File: config.mk
export PLATFORM = sky130hd
export DESIGN_NAME = rx_sof_check
export DESIGN_NICKNAME = d
export VERILOG_FILES = /design/src/rtl/rx_sof_pkg.sv /design/src/rtl/rx_sof_lane_scan.sv /design/src/rtl/rx_sof_policy.sv /design/src/rtl/rx_sof_check.sv
export SDC_FILE = /design/constraint.sdc
export NUM_CORES = 1
export LEC_CHECK = 0
export CORE_MARGIN = 5
export CORE_UTILIZATION = 36
export DETAILED_ROUTE_END_ITERATION = 7
export MAX_ROUTING_LAYER = met4
export PLACE_DENSITY = 0.83
export SYNTH_ARGS = -nofsm -noshare
export SYNTH_HDL_FRONTEND = slang
export SYNTH_SLANG_ARGS = --single-unit
File: constraint.sdc
create_clock -name clk -period 1.84 [get_ports clk]
set_input_delay 0.368 -clock clk [delete_from_list [all_inputs] [get_ports clk]]
set_output_delay 0.368 -clock clk [all_outputs]
set_load 0.03 [all_outputs]
File: src/rtl/rx_sof_pkg.sv
package rx_sof_pkg;
  localparam logic [7:0] CH_START = 8'hFB;
  localparam logic [7:0] CH_TERM  = 8'hFD;
  localparam logic [7:0] PRE_BYTE = 8'h55;
  localparam logic [7:0] SFD_BYTE = 8'hD5;

  typedef enum logic [1:0] {
    ST_IDLE = 2'd0,
    ST_PASS = 2'd1,
    ST_DROP = 2'd2
  } sof_state_e;
endpackage

File: src/rtl/rx_sof_lane_scan.sv
module rx_sof_lane_scan
  import rx_sof_pkg::*;
#(
  parameter int LANES = 8
) (
  input  logic [8*LANES-1:0] data,
  input  logic [LANES-1:0]   ctrl,
  output logic               is_start,
  output logic               pre_ok,
  output logic               sfd_ok,
  output logic               has_term
);
  localparam int PRE_LANES = LANES - 2;

  logic [LANES-1:0]     term_vec;
  logic [PRE_LANES-1:0] pre_vec;

  genvar i;
  generate
    for (i = 0; i < LANES; i++) begin : g_term
      assign term_vec[i] = ctrl[i] && (data[8*i +: 8] == CH_TERM);
    end
    for (i = 0; i < PRE_LANES; i++) begin : g_pre
      assign pre_vec[i] = !ctrl[i+1] && (data[8*(i+1) +: 8] == PRE_BYTE);
    end
  endgenerate

  assign is_start = ctrl[0] && (data[7:0] == CH_START);
  assign pre_ok   = &pre_vec;
  assign sfd_ok   = !ctrl[LANES-1] && (data[8*(LANES-1) +: 8] == SFD_BYTE);
  assign has_term = |term_vec;
endmodule

File: src/rtl/rx_sof_policy.sv
module rx_sof_policy #(
  parameter bit STRICT_EN = 1'b1
) (
  input  logic pre_ok,
  input  logic sfd_ok,
  input  logic en_pre,
  input  logic en_sfd,
  output logic accept
);
  generate
    if (STRICT_EN) begin : g_strict
      assign accept = (pre_ok || !en_pre) && (sfd_ok || !en_sfd);
    end else begin : g_loose
      logic unused_inputs;
      assign unused_inputs = ^{pre_ok, sfd_ok, en_pre, en_sfd};
      assign accept = 1'b1;
    end
  endgenerate
endmodule

File: src/rtl/rx_sof_check.sv
module rx_sof_check
  import rx_sof_pkg::*;
#(
  parameter int LANES     = 8,
  parameter bit STRICT_EN = 1'b1,
  localparam int DW       = 8 * LANES
) (
  input  logic             clk,
  input  logic             rst,
  input  logic             cfg_pre_chk,
  input  logic             cfg_sfd_chk,
  input  logic [DW-1:0]    rx_data,
  input  logic [LANES-1:0] rx_ctrl,
  output logic             out_valid,
  output logic             out_sop,
  output logic [DW-1:0]    out_data,
  output logic [LANES-1:0] out_ctrl,
  output logic             drop_pulse
);
  sof_state_e state_q, state_d;
  logic is_start, pre_ok, sfd_ok, has_term, accept;
  logic fwd_d, sop_d, drop_d;

  rx_sof_lane_scan #(.LANES(LANES)) u_scan (
    .data     (rx_data),
    .ctrl     (rx_ctrl),
    .is_start (is_start),
    .pre_ok   (pre_ok),
    .sfd_ok   (sfd_ok),
    .has_term (has_term)
  );

  rx_sof_policy #(.STRICT_EN(STRICT_EN)) u_policy (
    .pre_ok (pre_ok),
    .sfd_ok (sfd_ok),
    .en_pre (cfg_pre_chk),
    .en_sfd (cfg_sfd_chk),
    .accept (accept)
  );

  // The decision is made entirely in the start-word cycle, so the control
  // bits only matter there; later words never consult them.
  always_comb begin
    state_d = state_q;
    fwd_d   = 1'b0;
    sop_d   = 1'b0;
    drop_d  = 1'b0;
    unique case (state_q)
      ST_IDLE: begin
        if (is_start) begin
          if (accept) begin
            fwd_d   = 1'b1;
            sop_d   = 1'b1;
            state_d = ST_PASS;
          end else begin
            drop_d  = 1'b1;
            state_d = ST_DROP;
          end
        end
      end
      ST_PASS: begin
        fwd_d = 1'b1;
        if (has_term) state_d = ST_IDLE;
      end
      ST_DROP: begin
        if (has_term) state_d = ST_IDLE;
      end
      default: state_d = ST_IDLE;
    endcase
  end

  always_ff @(posedge clk) begin
    if (rst) begin
      state_q    <= ST_IDLE;
      out_valid  <= 1'b0;
      out_sop    <= 1'b0;
      drop_pulse <= 1'b0;
      out_data   <= '0;
      out_ctrl   <= '0;
    end else begin
      state_q    <= state_d;
      out_valid  <= fwd_d;
      out_sop    <= sop_d;
      drop_pulse <= drop_d;
      out_data   <= rx_data;
      out_ctrl   <= rx_ctrl;
    end
  end
endmodule

# Word level (Yosys, flattened, before mapping)
# Cells that the tools add are included.
classes:
  n_eq_ne: 20
  reduce_logical: 35
  n_mux: 8
  bitwise: 2
ops:
  columns: ["cell", "count"]
  rows:
  - ["$eq 8x8->1 const B", 10]
  - ["$eq 8x7->1 const B", 6]
  - ["$logic_and 1x1->1", 17]
  - ["$logic_not 1->1", 9]
  - ["$reduce_or 8->1", 1]
  - ["$mux 2", 3]
  - ["$reduce_and 6->1", 1]
  - ["$pmux 2 s2", 1]
  - ["$reduce_or 2->1", 2]
  - ["$mux 1", 3]
  - ["$reduce_or 3->1", 1]
  - ["$eq 2x1->1 const B", 1]
  - ["$eq 2x2->1 const B", 1]
  - ["$logic_not 2->1", 1]
  - ["$logic_or 1x1->1", 2]
  - ["$ne 2x1->1 const B", 1]
  - ["$ne 2x2->1 const B", 1]
  - ["$not 1->1", 2]
  - ["$pmux 1 s2", 1]
  - ["$reduce_and 2->1", 1]
word_totals:
  reg_bits: 77
  out_inout_bits: 75
  input_bits: 76
  word_cells: 71

# Longest topological paths before layout
# Gate-level depths: netlist of the first run.
depth:
  ltp_word: 8
  mapped_depth: 6
  mapped_depth_nobuf: 6

# Cells and area by module
# A second synthesis of the first run with hierarchy kept.
hier_totals:
  hier_cells: 220
  hier_area_um2: 2446.1
modules_own_cells:
  columns: ["mod", "instances", "area_per_inst_um2", "seq_area_each_um2", "cells_per_inst"]
  rows:
  - ["rx_sof_check", 1, 2157.1, 1541.5, 174]
  - ["rx_sof_lane_scan", 1, 269.0, 0.0, 43]
  - ["rx_sof_policy", 1, 20.0, 0.0, 3]

# Worst setup path before layout of the first run
# OpenSTA, ideal clock, no wires.
synth_path:
  kind: "input to register"
  startpoint: "input rx_data[54]"
  endpoint: "register state_q[0]"
  required_time_ps: 1748
  n_path_buf: 0
  path_slack_ps: 285
  setup_time_ps: 92
  arrival_ps: 1463
  stages: 6
  path_cell_list: "nand4_1 -> or4_1 -> nor4_2 -> a41o_2 -> nand2_1 -> o32ai_1"
synth_via:
  elab_chain_cells: 8
  word_cells_on_any_way: 13
  classes_between: "eq/ne (3); mux (3); reduce/logical (7)"
synth_rtl:
  columns: ["element", "line", "rtl"]
  rows:
  - ["from (decl)", "rx_sof_check.sv:12", "input logic [DW-1:0] rx_data,"]
  - ["$eq 8x7->1", "rx_sof_lane_scan.sv:24", "assign pre_vec[i] = !ctrl[i+1] && (data[8*(i+1) +: 8] == PRE_BYTE);"]
  - ["$logic_and 1x1->1", "rx_sof_lane_scan.sv:24", null]
  - ["$reduce_and 6->1", "rx_sof_lane_scan.sv:29", "assign pre_ok = &pre_vec;"]
  - ["$logic_or 1x1->1", "rx_sof_policy.sv:12", "assign accept = (pre_ok || !en_pre) && (sfd_ok || !en_sfd);"]
  - ["$logic_and 1x1->1", "rx_sof_policy.sv:12", null]
  - ["$mux 2", "rx_sof_check.sv:51", "if (accept) begin"]
  - ["$mux 2", "rx_sof_check.sv:50", "if (is_start) begin"]
  - ["$pmux 2 s2", "rx_sof_check.sv:48", "unique case (state_q)"]
  - ["to (signal assigned)", "rx_sof_check.sv:81", "state_q <= state_d;"]
  - ["to (decl)", "rx_sof_check.sv:20", "sof_state_e state_q, state_d;"]
# Several ways; a longest one is shown, not always the timed one. The select of a mux whose other input is x is not followed.
# A chain may end at the register's enable or synchronous reset.

# Worst setup path after layout of the first run
layout_path:
  startpoint: "register out_data[49]"
  endpoint: "output out_data[49]"
layout_lines:
  columns: ["element", "line", "rtl"]
  rows:
  - ["from (decl)", "rx_sof_check.sv:16", "output logic [DW-1:0] out_data,"]
  - ["from (signal assigned)", "rx_sof_check.sv:85", "out_data <= rx_data;"]
# No word-level cell between the ends.

==> results of run 1 <==
layer usage:
layer,track usage,vias up,part of all wire
li1,-,1114,-
met1,0.191,1023,0.40
met2,0.299,93,0.51
met3,0.0573,8,0.074
met4,0.0606,0,0.012
met5,-,-,0
synthesized netlist by cell type (3+ instances only):
master and number:
dfxtp_1 77, nor2b_1 74, nand4_1 13, clkbuf_1 8, nor3_1 8, nor4_1 8
nand2_1 5, inv_1 4, nor2_1 3
layout make-up:
| type | count | area share |
|---|---|---|
| clock buffer | 10 | 0.0302 |
| timing repair buffer | 179 | 0.386 |
| sequential | 77 | 0.338 |
| tap | 77 | 0.0211 |
| inverter | 4 | 0.00329 |
| multi-input combinational | 131 | 0.203 |
| clock inverter | 6 | 0.0189 |
kinds of logic (layout without fill, tap and decap cells):
| family | after synthesis | count (layout) |
|---|---|---|
| AOI/OAI and AO/OA | 7 | 7 |
| DFF | 77 | 77 |
| adders and majority gates | 2 | 2 |
| and+or+nand+nor | 122 | 122 |
| buffers and inverters | 12 | 199 |
placed cells by master (no fill, tap or decap), types with 2 or more instances in the layout:
| cell | n |
|---|---|
| nand2_1 | 4 |
| bufinv_16 | 2 |
| inv_1 | 4 |
| and3_1 | 2 |
| buf_12 | 2 |
| nor3_1 | 7 |
| dlymetal6s2s_1 | 12 |
| nand4b_1 | 2 |
| nor2_1 | 3 |
| nor4_2 | 5 |
| buf_4 | 27 |
| o32ai_2 | 2 |
| nand4_1 | 13 |
| clkbuf_8 | 10 |
| ha_1 | 2 |
| dlygate4sd2_1 | 7 |
| clkinv_2 | 2 |
| nor4_4 | 2 |
| dfxtp_1 | 77 |
| clkdlybuf4s50_1 | 130 |
| nor4_1 | 2 |
| nor2b_1 | 74 |
stage by stage:
stage | TNS, ns | total power [W] | instances
2_1_floorplan | 0 | 0.00207 | 220
3_3_place_gp | -2.34 | 0.00247 | 467
3_5_place_dp | -1.99 | 0.00249 | 467
4_1_cts | 0 | 0.00389 | 484
5_1_grt | 0 | 0.00401 | 484
6_report | 0 | 0.00386 | 484
where the power goes:
group,internal (W),leakage (nW),switching (W)
Sequential,0.00175,0.640,0.0000206
Combinational,0.000353,1.12,0.000325
Clock,0.000798,0.112,0.000610
repair_timing:
item | CTS | global route
pin swaps | 8 | 9
endpoints found under the setup margin | 5 | 5
resized for setup | 11 | 23
buffers inserted | 1 | 0
hold endpoints to repair | 0 | 0
flip-flops by register name (all words and copies together), names as in the netlist:
register / flops
out_ctrl: 8
out_valid: 1
out_data: 64
drop_pulse: 1
out_sop: 1
state_q: 2
worst paths after layout:
kind | from | to | slack [ns]
setup reg to reg | state_q[0] | state_q[1] | 0.54
setup / recovery | out_data[49] | out_data[49] | 0.09
hold / removal | rx_data[44] | out_data[44] | 0.30
hold reg to reg | state_q[1] | state_q[1] | 0.49
==> metrics.txt, run 1 <==
status=complete, no violations; vias per cell=4.62; share of layout cells above drive strength 1=0.150; largest family of logic cells by synthesized area=simple AND/OR/NAND/NOR gates; Post-Syn Nets=298; dpl ws=-0.444 ns; post-synthesis async set-or-reset flop share=0; Max-cap violations=0; n_diodes=0; mapped cell area=2420 µm²; clock sink count=77; pins over their slew limit=0; Yosys reg bits=77; worst-skew pair later-pin latency=0.33 ns; worst path cell trace=clkdlybuf4s50_1; core box area=6460 µm²; Hold Buf Count CTS=0; DPL Wire Length=5.90 mm; Pleak=1.87 nW; post-layout minimum cycle time=1.75 ns; VDD IR max=0.473 mV; initial DRC count=80; FMAX=572 MHz; storage element area=1540 µm²; GP Congestion=0.781; CP max-delay cell=clkdlybuf4s50_1; Crit path depth=1; total CTS buffers=9; ANT nets after route=0; global-route wire length before repair=11.2 mm; Fin. Hold Viols=0; drt pass-1 iters=6; area grow syn2layout=88.3%; Row Count=29; Slew headroom=0.610; CP arrival=1.38 ns; post-synth top area cell=dfxtp_1; fraction of post-synthesis cell area in the top cell type by area=0.636; vias in the first global route=2311; max incr delay on CP=0.71 ns; RSZ-0062 raised after global routing=no; Die Wd=92.0 µm; fin crit share=0.950; Synth Instances=220; ranking of synthesized cells by area=dfxtp_1, nor2b_1, nand4_1; worst hold stages=2; Via Count=2238; Startpoint Class=flip-flop; initial antenna violation count=0; clock skew=0.00268 ns; Initial Utilization=0.375; Max clock buf depth=2; Slew @ Worst Pin=0.585 ns; CP top delay family=buffers and inverters; worst hold path type=primary input to flip-flop; # IOs=151; Worst EP required=1.47 ns; largest net degree at the start of global routing=30; GRT Total Usage=0.175; EDFF count, synth=0; Pwr Density=845 nW/µm²; sequential area share after synthesis=0.636; fill cell count=486; Avg Cell Area, Syn=11.0 µm²; area taken by multi-input logic gates=925 µm²; gr ovfl total=0; wirelength, routed=7.61 mm; crit-path max FO=1; Min Hold Slack=0.301 ns; number of H-tree levels=3; Most used DFF post-synth=dfxtp_1; chip height=92.0 µm; final setup fails=0; critical path class=flip-flop to output port; PortBufs=150; XOR/XNOR share of the synthesized area=0; Reg2Reg Depth=5; Util after Layout=0.706; Clock Pin Slew Worst Setup and Hold Paths=0.08 ns; Adder-Cell Fraction of Synth Area=0.0103; post-synthesis mux area share=0; Finished Cell Area=4560 µm²; post-synthesis compound-gate area fraction=0.0248; DIE AREA=8470 µm²; yosys warns=0; Clock Tree Root=clkbuf_8; Simple-Gate Fraction of Synth Area=0.310; unique cell type count in the Yosys netlist=25; CTS tree=done; CP Capture Type=output port; buffers and inverters on the worst path=1; Final nets=480; worst setup margin=0.0916 ns; WL per Instance=15.7 µm; DRC=0; Area after DPL=4220 µm²
Power figures use the tool's default switching activity.
==> run 2, diff against run 1 <==
--- a/config.mk
+++ b/config.mk
@@ -10,6 +10,7 @@
 export DETAILED_ROUTE_END_ITERATION = 7
 export MAX_ROUTING_LAYER = met4
 export PLACE_DENSITY = 0.83
+export SLEW_MARGIN = 30
 export SYNTH_ARGS = -nofsm -noshare
 export SYNTH_HDL_FRONTEND = slang
 export SYNTH_SLANG_ARGS = --single-unit
==> results of run 2 <==
No change in the layout: final DEF, timing and power equal those of run 1.
